### config.mk
export PLATFORM = sky130hd
export DESIGN_NAME = mant_shift_mul
export DESIGN_NICKNAME = d
export VERILOG_FILES = /design/src/rtl/msm_pkg.sv /design/src/rtl/msm_word_pick.sv /design/src/rtl/msm_ctrl.sv /design/src/rtl/msm_accum.sv /design/src/rtl/mant_shift_mul.sv
export SDC_FILE = /design/constraint.sdc
export NUM_CORES = 2
export LEC_CHECK = 0
export ABC_CLOCK_PERIOD_IN_PS = 9000
export BUFFER_PORTS_ARGS = -buffer_cell sky130_fd_sc_hd__clkbuf_2
export CELL_PAD_IN_SITES_DETAIL_PLACEMENT = 1
export CELL_PAD_IN_SITES_GLOBAL_PLACEMENT = 1
export CORE_MARGIN = 1
export CORE_UTILIZATION = 25
export CTS_CLUSTER_DIAMETER = 60
export DETAILED_ROUTE_END_ITERATION = 8
export PLACE_DENSITY = 0.52
export SLEW_MARGIN = 10
export SYNTH_ARGS = -nofsm -noshare
export SYNTH_HDL_FRONTEND = slang
export SYNTH_HIERARCHICAL = 1
export SYNTH_SLANG_ARGS = --single-unit
export TNS_END_PERCENT = 10
### constraint.sdc
create_clock -name clk -period 9 [get_ports clk]
set_input_delay 0.9 -clock clk [delete_from_list [all_inputs] [get_ports clk]]
set_output_delay 0.9 -clock clk [all_outputs]
set_load 0.005 [all_outputs]
### src/rtl/msm_pkg.sv
package msm_pkg;
  // Action the accumulator performs in a given cycle
  typedef enum logic [2:0] {
    OP_HOLD  = 3'd0,
    OP_LOAD  = 3'd1,
    OP_STEP  = 3'd2,
    OP_WSKIP = 3'd3,
    OP_NORM  = 3'd4
  } msm_op_e;

  typedef enum logic [1:0] {
    ST_IDLE = 2'd0,
    ST_RUN  = 2'd1,
    ST_NORM = 2'd2
  } msm_state_e;
endpackage

### src/rtl/msm_word_pick.sv
module msm_word_pick #(
  parameter int WORD_W = 32,
  parameter int NWORDS = 4,
  parameter int NG     = 2,
  localparam int MANT_W = WORD_W * NWORDS,
  localparam int WIDX_W = (NWORDS > 1) ? $clog2(NWORDS) : 1,
  localparam int BIDX_W = $clog2(WORD_W)
) (
  input  logic [MANT_W-1:0] y_word_src,
  input  logic [WIDX_W-1:0] w_idx,
  input  logic [BIDX_W-1:0] b_idx,
  output logic              ybit,
  output logic              word_zero,
  output logic              at_first,
  output logic              is_top,
  output logic              last_bit
);
  localparam int SH_W = BIDX_W + 1;

  logic [WORD_W-1:0] words [NWORDS];
  logic [WORD_W-1:0] cur;
  logic [WORD_W-1:0] above;
  logic [BIDX_W-1:0] first_b;

  // Split the multiplier into its words, word 0 least significant
  for (genvar g = 0; g < NWORDS; g++) begin : g_split
    assign words[g] = y_word_src[g*WORD_W +: WORD_W];
  end

  assign cur       = words[w_idx];
  assign ybit      = cur[b_idx];
  assign word_zero = (cur == '0);
  assign is_top    = (w_idx == WIDX_W'(NWORDS-1));
  assign first_b   = (w_idx == '0) ? BIDX_W'(NG) : '0;
  assign at_first  = (b_idx == first_b);
  assign above     = cur >> (SH_W'(b_idx) + SH_W'(1));
  assign last_bit  = is_top ? (above == '0) : (b_idx == BIDX_W'(WORD_W-1));
endmodule

### src/rtl/msm_ctrl.sv
module msm_ctrl
  import msm_pkg::*;
#(
  parameter int WORD_W = 32,
  parameter int NWORDS = 4,
  parameter int NG     = 2,
  localparam int MANT_W = WORD_W * NWORDS,
  localparam int WIDX_W = (NWORDS > 1) ? $clog2(NWORDS) : 1,
  localparam int BIDX_W = $clog2(WORD_W)
) (
  input  logic              clk,
  input  logic              rst_n,
  input  logic              start,
  input  logic [MANT_W-1:0] y_in,
  input  logic              ybit,
  input  logic              word_zero,
  input  logic              at_first,
  input  logic              is_top,
  input  logic              last_bit,
  output logic [MANT_W-1:0] y_hold,
  output logic [WIDX_W-1:0] w_idx,
  output logic [BIDX_W-1:0] b_idx,
  output msm_op_e           op,
  output logic              busy,
  output logic              done
);
  msm_state_e state;
  logic       live;       // an add has happened, accumulator nonzero
  logic       skip_word;  // whole zero word consumed this cycle
  logic       step_now;   // one multiplier bit consumed this cycle

  assign skip_word = (state == ST_RUN) && at_first && word_zero && !is_top;
  assign step_now  = (state == ST_RUN) && !skip_word;
  assign busy      = (state != ST_IDLE);

  always_comb begin
    op = OP_HOLD;
    unique case (state)
      ST_IDLE: if (start) op = OP_LOAD;
      ST_RUN:  begin
        if (skip_word) op = live ? OP_WSKIP : OP_HOLD;
        else           op = OP_STEP;
      end
      ST_NORM: op = OP_NORM;
      default: op = OP_HOLD;
    endcase
  end

  always_ff @(posedge clk) begin
    if (!rst_n) begin
      state  <= ST_IDLE;
      y_hold <= '0;
      w_idx  <= '0;
      b_idx  <= '0;
      live   <= 1'b0;
      done   <= 1'b0;
    end else begin
      done <= 1'b0;
      unique case (state)
        ST_IDLE: if (start) begin
          y_hold <= y_in;
          w_idx  <= '0;
          b_idx  <= BIDX_W'(NG);
          live   <= 1'b0;
          state  <= ST_RUN;
        end
        ST_RUN: begin
          if (skip_word) begin
            w_idx <= w_idx + WIDX_W'(1);
            b_idx <= '0;
          end else if (step_now) begin
            live <= live | ybit;
            if (last_bit) begin
              if (is_top) state <= ST_NORM;
              else begin
                w_idx <= w_idx + WIDX_W'(1);
                b_idx <= '0;
              end
            end else begin
              b_idx <= b_idx + BIDX_W'(1);
            end
          end
        end
        ST_NORM: begin
          state <= ST_IDLE;
          done  <= 1'b1;
        end
        default: state <= ST_IDLE;
      endcase
    end
  end


  done_pulse_chk: assert property (@(posedge clk) disable iff (!rst_n)
    done |=> !done);

  done_idle_chk: assert property (@(posedge clk) disable iff (!rst_n)
    done |-> !busy);

  run_keeps_busy_chk: assert property (@(posedge clk) disable iff (!rst_n)
    (state == ST_RUN) |=> busy);
endmodule

### src/rtl/msm_accum.sv
module msm_accum
  import msm_pkg::*;
#(
  parameter int WORD_W = 32,
  parameter int NWORDS = 4,
  parameter int LEAD   = 114,
  parameter int EXP_W  = 16,
  localparam int MANT_W = WORD_W * NWORDS
) (
  input  logic              clk,
  input  logic              rst_n,
  input  msm_op_e           op,
  input  logic              ybit,
  input  logic [MANT_W-1:0] x_in,
  input  logic [EXP_W-1:0]  ea,
  input  logic [EXP_W-1:0]  eb,
  output logic [MANT_W-1:0] res_mant,
  output logic [EXP_W-1:0]  res_exp,
  output logic              res_sticky
);
  logic [MANT_W-1:0] x_r;
  logic [MANT_W-1:0] acc;
  logic              stk;
  logic [EXP_W-1:0]  exp_r;

  // Shift right one, then add X when the multiplier bit is set
  function automatic logic [MANT_W:0] shift_add(input logic [MANT_W-1:0] a,
                                                input logic [MANT_W-1:0] x,
                                                input logic en);
    logic [MANT_W:0] addend;
    addend = en ? {1'b0, x} : '0;
    return {1'b0, (a >> 1)} + addend;
  endfunction

  logic [MANT_W:0] step_sum;
  logic            step_carry;  // would overflow the accumulator
  logic            need_norm;   // raw product is at least 2.0
  logic            skip_drop;   // low word lost by a word skip

  assign step_sum   = shift_add(acc, x_r, ybit);
  assign step_carry = step_sum[MANT_W];
  assign need_norm  = acc[LEAD+1];
  assign skip_drop  = |acc[WORD_W-1:0];

  always_ff @(posedge clk) begin
    if (!rst_n) begin
      x_r        <= '0;
      acc        <= '0;
      stk        <= 1'b0;
      exp_r      <= '0;
      res_mant   <= '0;
      res_exp    <= '0;
      res_sticky <= 1'b0;
    end else begin
      unique case (op)
        OP_LOAD: begin
          x_r   <= x_in;
          acc   <= '0;
          stk   <= 1'b0;
          exp_r <= ea + eb;
        end
        OP_STEP: begin
          stk <= stk | acc[0];
          acc <= step_sum[MANT_W-1:0];
        end
        OP_WSKIP: begin
          stk <= stk | skip_drop;
          acc <= acc >> WORD_W;
        end
        OP_NORM: begin
          if (need_norm) begin
            res_mant   <= acc >> 1;
            res_sticky <= stk | acc[0];
            res_exp    <= exp_r + EXP_W'(1);
          end else begin
            res_mant   <= acc;
            res_sticky <= stk;
            res_exp    <= exp_r;
          end
        end
        default: ;
      endcase
    end
  end


  acc_carry_chk: assert property (@(posedge clk) disable iff (!rst_n)
    (op == OP_STEP) |-> !step_carry);

  wskip_top_clear_chk: assert property (@(posedge clk) disable iff (!rst_n)
    (op == OP_WSKIP) |=> (acc[MANT_W-1 -: WORD_W] == '0));

  sticky_keep_chk: assert property (@(posedge clk) disable iff (!rst_n)
    (stk && op != OP_LOAD) |=> stk);

  norm_lead_chk: assert property (@(posedge clk) disable iff (!rst_n)
    (op == OP_NORM) |=> !res_mant[LEAD+1]);
endmodule

### src/rtl/mant_shift_mul.sv
module mant_shift_mul
  import msm_pkg::*;
#(
  parameter int WORD_W = 32,
  parameter int NWORDS = 4,
  parameter int NG     = 2,
  parameter int LEAD   = 114,
  parameter int EXP_W  = 16,
  localparam int MANT_W = WORD_W * NWORDS,
  localparam int WIDX_W = (NWORDS > 1) ? $clog2(NWORDS) : 1,
  localparam int BIDX_W = $clog2(WORD_W)
) (
  input  logic              clk,
  input  logic              rst_n,
  input  logic              start,
  input  logic [MANT_W-1:0] mcand_mant,
  input  logic [MANT_W-1:0] mplier_mant,
  input  logic [EXP_W-1:0]  mcand_exp,
  input  logic [EXP_W-1:0]  mplier_exp,
  output logic              busy,
  output logic              done,
  output logic [MANT_W-1:0] prod_mant,
  output logic [EXP_W-1:0]  prod_exp,
  output logic              prod_sticky
);
  msm_op_e           op;
  logic [MANT_W-1:0] y_hold;
  logic [WIDX_W-1:0] w_idx;
  logic [BIDX_W-1:0] b_idx;
  logic              ybit, word_zero, at_first, is_top, last_bit;

  msm_ctrl #(.WORD_W(WORD_W), .NWORDS(NWORDS), .NG(NG)) u_ctrl (
    .clk(clk), .rst_n(rst_n), .start(start), .y_in(mplier_mant),
    .ybit(ybit), .word_zero(word_zero), .at_first(at_first),
    .is_top(is_top), .last_bit(last_bit), .y_hold(y_hold),
    .w_idx(w_idx), .b_idx(b_idx), .op(op), .busy(busy), .done(done)
  );

  msm_word_pick #(.WORD_W(WORD_W), .NWORDS(NWORDS), .NG(NG)) u_pick (
    .y_word_src(y_hold), .w_idx(w_idx), .b_idx(b_idx), .ybit(ybit),
    .word_zero(word_zero), .at_first(at_first), .is_top(is_top),
    .last_bit(last_bit)
  );

  msm_accum #(.WORD_W(WORD_W), .NWORDS(NWORDS), .LEAD(LEAD), .EXP_W(EXP_W)) u_acc (
    .clk(clk), .rst_n(rst_n), .op(op), .ybit(ybit), .x_in(mcand_mant),
    .ea(mcand_exp), .eb(mplier_exp), .res_mant(prod_mant),
    .res_exp(prod_exp), .res_sticky(prod_sticky)
  );


  idle_hold_chk: assert property (@(posedge clk) disable iff (!rst_n)
    !busy |=> ($stable(prod_mant) && $stable(prod_exp) && $stable(prod_sticky)));
endmodule

Word-level counts from Yosys, hierarchy flattened --
Cells that the tools add are included.
Storage, ports and cells: flip-flop bits (word level) 557, bits of input ports 291, output and inout bits 147, word-level logic and storage cells 103
Operators by class: add/subtract/negate cells 6, order comparisons 2, eq/ne operators 18, shifts and indexed selects 1, muxes and demuxes 40, bitwise gates (word level) 4, reduce and logical (&&, ||, !) cells 19
Operator list (number):
- 128-bit one-hot mux with 3 select lines | 1
- 128-bit 2-to-1 mux | 2
- 127-bit by 128-bit adder with 128-bit output | 1
- 32-bit binary-select mux with 2-bit select | 1
- 32-bit zero test | 2
- 32-bit 2-to-1 mux | 2
- 32-bit OR reduction | 1
- 32-bit by 6-bit right shift with 32-bit output | 1
- 5-bit 2-to-1 mux | 5
- 2-bit 2-to-1 mux | 12
- 16-bit by 1-bit adder with 16-bit output (second input constant) | 1
- 16-bit adder | 1
- 16-bit 2-to-1 mux | 1
- 5-bit one-hot mux with 2 select lines | 1
- 5-bit AND reduction | 2
- 3-bit one-hot mux with 3 select lines | 1
- 1-bit 2-to-1 mux | 8
- 2-bit one-hot mux with 2 select lines | 2
- 4-bit AND reduction | 2
- 5-bit by 1-bit adder with 6-bit output (second input constant) | 1
- 3-bit by 2-bit equality test with 1-bit output (second input constant) | 2
- 5-bit by 6-bit less-than comparator with 1-bit output (second input constant) | 1
- 2-bit inequality test (second input constant) | 3
- 5-bit by 1-bit adder with 5-bit output (second input constant) | 1
- 25 further kinds | 35

Depth between registers and ports, before layout --
word-level depth 12, depth in mapped cells 27, mapped depth without buffers 22

Modules after synthesis --
The synthesis kept the hierarchy.
By module, submodules not included:
- msm_accum | times used 1, cells an instance 3302, area each 26536.7 µm², seq. area each 8368.0 µm²
- msm_ctrl | times used 1, cells an instance 623, area each 5286.3 µm², seq. area each 2782.7 µm²
- msm_word_pick | times used 1, cells an instance 295, area each 2607.5 µm², seq. area each 0.0 µm²

Least setup slack after synthesis --
No wires, ideal clock.
kind register to register, from register u_ctrl.w_idx[1], to register u_acc.acc[124], setup time 0.125 ns, arrival time 5.797 ns, data required time 8.875 ns, slack 3.078 ns, cell stages (with the launch flop) 27, path buffers 6, period minus slack after synthesis 5.922 ns, cells stage by stage dfxtp_1 > buf_6 > buf_6 > buf_6 > buf_2 > mux4_2 > mux4_2 > nor2_1 > a21oi_1 > o21ai_1 > clkbuf_1 > clkbuf_1 > and2_1 > ha_1 > inv_1 > fa_1 > nor2b_1 > o31a_1 > o311ai_1 > a2111oi_2 > o31ai_2 > a2111oi_4 > nor3_2 > o41ai_4 > a41oi_1 > xor2_1 > o21ai_1
Between the ends: elaborated cells on any way between the ends 24, those cells by class add/sub (1); eq/ne (5); mux (10); bitwise (1); reduce/logical (7)
RTL lines:
- start: declaration | line msm_ctrl.sv:21 | output logic [WIDX_W-1:0] w_idx,
- start signal: assignment | line msm_ctrl.sv:69 | w_idx <= w_idx + WIDX_W'(1);
- start signal: assignment | line msm_ctrl.sv:76 | w_idx <= w_idx + WIDX_W'(1);
- 2-bit inverter with 3-bit output (implied by the code) | line msm_word_pick.sv:30 | assign cur = words[w_idx];
- 32-bit binary-select mux with 2-bit select | line msm_word_pick.sv:30
- 32-bit 2-to-1 mux (implied by the code) (2 in series) | line msm_word_pick.sv:30
- 1-bit binary-select mux with 5-bit select | line msm_word_pick.sv:31 | assign ybit = cur[b_idx];
- 1-bit 2-to-1 mux (implied by the code) | line msm_word_pick.sv:31
- via ybit | line mant_shift_mul.sv:30 | logic ybit, word_zero, at_first, is_top, last_bit;
- 128-bit 2-to-1 mux | line msm_accum.sv:31 | addend = en ? {1'b0, x} : '0;
- 127-bit by 128-bit adder with 128-bit output | line msm_accum.sv:32 | return {1'b0, (a >> 1)} + addend;
- 128-bit one-hot mux with 3 select lines | line msm_accum.sv:55 | unique case (op)
- end signal: assignment | line msm_accum.sv:64 | acc <= step_sum[MANT_W-1:0];
- end signal: assignment | line msm_accum.sv:68 | acc <= acc >> WORD_W;
- end: declaration | line msm_accum.sv:22 | logic [MANT_W-1:0] acc;
The timed path passes the listed nets, and every way through them passes these cells. The select of a mux whose other input is x is not followed. A chain may end at the register's enable or synchronous reset.

Final worst setup path --
from register u_ctrl.w_idx[0], to register u_acc.acc[82]
The elaborated chain is that of the path after synthesis.

==> impl_metrics.csv <==
group,metric,value,unit
status,status,"completed",
timing,post-route-period-util,0.8300,
floorplanning,row_count,135,
routing,avgRoutedWirePerCell,23.68,µm
timing,setup_viol,0,
timing,maxSlewHeadroom,0.2674,
floorplanning,floorplan.initialDensity,0.2532,
grt,grt_max_degree,239,
synthesis,ys_seq_area_frac,0.3239,
timing,finalHoldViolations,0,
synthesis,synthTopCellsByCount,"nand2_1, dfxtp_1, clkbuf_1, a21oi_1, mux2i_1",
critical_path,cp_slowest_cell,"dfxtp_2",
clocking,post_cts_buffers,0,
clocking,clkLatencyLatePin,710,ps
grt,grt_pass1_wl,221700,µm
final_layout,drive_above_1_share,0.1581,
synthesis,synth.area.top_cells,"dfxtp_1, nand2_1, mux2i_1",
critical_path,r2r_setup_slack,1530,ps
routing,num_vias,32620,
floorplanning,ios,438,
placed_design,hpwlAfterDp,114600,µm
synthesis,avgSynthCellArea,8.159,µm²
clocking,cts_max_path_buffers,3,
routing,drt-total-wl,149600,µm
critical_path,slowest_delay,640,ps
pwr,powerDensity,161.5,nW/µm²
pwr,ir_drop,0.0001270,V
timing,layout_min_cycle_time,7470,ps
synthesis,synth_top_area_share,0.3239,
synthesis,synth_most_common_cell,"nand2_1",
grt,grt.overflow.total,0,
floorplanning,die_area,139200,µm²
critical_path,worstPathRequired,9580,ps
synthesis,async_flop_share,0,
clocking,root_buffer,"clkbuf_16",
synthesis,synth_edf_count,0,
hold_path,hold_depth,3,
floorplanning,die_y,373.1,µm
placed_design,gp_congestion,0.9244,
synthesis,netlist_area,34430,µm²
clocking,cts_tree,"done",
final_layout,syn_to_final_growth,18.35,%
critical_path,end_kind,"flop",
synthesis,ys_warn_count,6,
synthesis,synth_fp_nets,4657,
floorplanning,core,136000,µm²
timing,fmax,133.9,MHz
timing,holdWs,417.3,ps
synthesis,ys_ff_latch,557,
timing,setup_tns,0,ps
synthesis,synth_top_flop_cell,"dfxtp_1",
clocking,cts_made_buffers,85,
clocking,cts_resized,0,
hold_path,hold_path.class,"in2reg",
clocking,cts_hold_buf,0,
pwr,p_leak,17.21,nW
routing,drt_iter0_markers,2102,
routing,ant_nets,0,
routing,drt-pass1-iter-count,7,
critical_path,path_cells,"buf_4 -> nor2b_1 -> a22o_1 -> a211oi_1 -> mux4_2 -> nand2b_1 -> nand3_1 -> o21ai_4 -> buf_4 -> and2_1 -> ha_1 -> inv_1 -> fa_1 -> nor2b_1 -> o31a_1 -> o21bai_1 -> a21oi_1 -> a41oi_1 -> o21bai_1 -> a41oi_1 -> o31ai_1 -> xor2_1 -> a222oi_1 -> nor2b_1",
critical_path,start_kind,"flop",
critical_path,cp_max_fo,21,
timing,rsz0062_at_grt,"false",
routing,drcViolationCount,0,
synthesis,postSynthCellCount,4220,
timing,maxSlewViolCount,0,
clocking,cts-htree-levels,3,
routing,via_per_inst,5.162,
synthesis,synth.largest_area_cell,"dfxtp_1",
synthesis,ys_types,93,
grt,grt_pass1_vias,33500,
job,maxCapViolCount,0,
clocking,clk_pin_slew_worst_paths,60,ps
critical_path,critPathArrivalTime,8050,ps
critical_path,worstSetupPathType,"reg2reg",
timing,worst_pin_slew,1099,ps
final_layout,finalNetCount,4902,
critical_path,worstRegToRegCells,24,
placed_design,port-buffer-count,437,
clocking,clkSinkCount,557,
timing,fin_skew,45.85,ps
grt,track_usage,0.2095,
floorplanning,dieWidth,373.1,µm
critical_path,crit_path_frequent_cell,"nor2b_1",
grt,antenna_found_initial,18,
==> worst max-delay path, delay by kind of cell (launching register included) <==
family,cells,cell delay [ps]
AO/OA/AOI/OAI,11,3800
XOR/XNOR,1,200
adder cells (fa/ha/maj),2,580
buffers and inverters,3,780
flip-flops,1,640
multiplexers,1,360
AND/OR/NAND/NOR,6,960
==> cells by family (layout without fill, tap and decap cells) <==
group / Yosys count / in the layout / share of synthesized area
buffers and inverters: 377 / 691 / 0.04539
muxes: 230 / 230 / 0.08017
adders and majority gates: 146 / 146 / 0.05349
AOI/OAI and AO/OA: 1189 / 1189 / 0.2530
and+or+nand+nor: 1579 / 1579 / 0.2080
other: 0 / 4 / 0
xor gates and xnor gates: 142 / 142 / 0.03612
DFF: 557 / 557 / 0.3239
==> cell type report <==
cell class | count | area (µm²)
Fill cell | 16170 | 95230
Multi-Input combinational cell | 3286 | 21770
Sequential cell | 557 | 11160
Timing Repair Buffer | 474 | 2512
Clock buffer | 104 | 2310
Tap cell | 1781 | 2228
Clock inverter | 52 | 524.3
Inverter | 61 | 229.0
Antenna cell | 4 | 10.01
==> flip-flops by register name (all words and copies together), names as in the netlist <==
signal / flops
u_acc/acc: 128
u_acc/exp_r: 16
u_acc/res_exp: 16
u_acc/res_mant: 128
u_acc/res_sticky: 1
u_acc/stk: 1
u_acc/x_r: 128
u_ctrl/b_idx: 5
u_ctrl/done: 1
u_ctrl/live: 1
u_ctrl/state: 2
u_ctrl/w_idx: 2
u_ctrl/y_hold: 128
==> layer usage <==
metal	wire, µm	track usage
met5	14	0
met4	5475	0.07898
met3	4933	0.02429
met2	74270	0.3699
met1	64920	0.2589
==> per-stage QoR <==
step	cell area, µm²	util	setup slack [ps]	std cells	total power [mW]
after floorplan	34430	-	3078	4220	3.047
after global placement	37900	0.2788	1726	6159	3.308
after detailed placement	37900	0.2788	1637	6159	3.314
after CTS	40740	0.2996	1569	6315	6.694
after global routing	40750	0.2997	1108	6319	6.862
final	40750	0.2997	1530	6319	6.580
==> cells in the final DEF (no fill, tap or decap), drive strengths merged, types with 41 or more instances in the layout <==
cell type / Yosys / layout
xor2: 64 / 64
nor2: 160 / 160
ha: 144 / 144
clkbuf: 248 / 540
nor3: 42 / 42
a21boi: 286 / 286
nor2b: 82 / 82
inv: 59 / 76
and2: 153 / 153
nand4: 83 / 83
o211a: 147 / 147
a21oi: 223 / 223
nand2: 915 / 915
a222oi: 73 / 73
nand3: 41 / 41
dfxtp: 557 / 557
xnor2: 78 / 78
o21ai: 179 / 179
a21o: 54 / 54
mux2i: 188 / 188
==> path summary, 6_finish.rpt <==
check | startpoint | endpoint
max | u_ctrl/w_idx[0]$_SDFFE_PN0P_ | u_acc/acc[82]$_SDFFE_PN0P_
min | mplier_mant[112] | u_ctrl/y_hold[112]$_SDFFE_PN0P_
max reg2reg | u_ctrl/w_idx[0]$_SDFFE_PN0P_ | u_acc/acc[82]$_SDFFE_PN0P_
min reg2reg | u_acc/x_r[97]$_SDFFE_PN0N_ | u_acc/x_r[97]$_SDFFE_PN0N_
==> power breakdown <==
part | switching, mW | internal [mW] | total, mW | leakage [nW]
Sequential | 0.0760 | 2.54 | 2.62 | 4.53
Combinational | 0.393 | 0.241 | 0.634 | 11.3
Clock | 1.37 | 1.95 | 3.33 | 1.36
No activity file was read; power rests on OpenSTA's default activity.
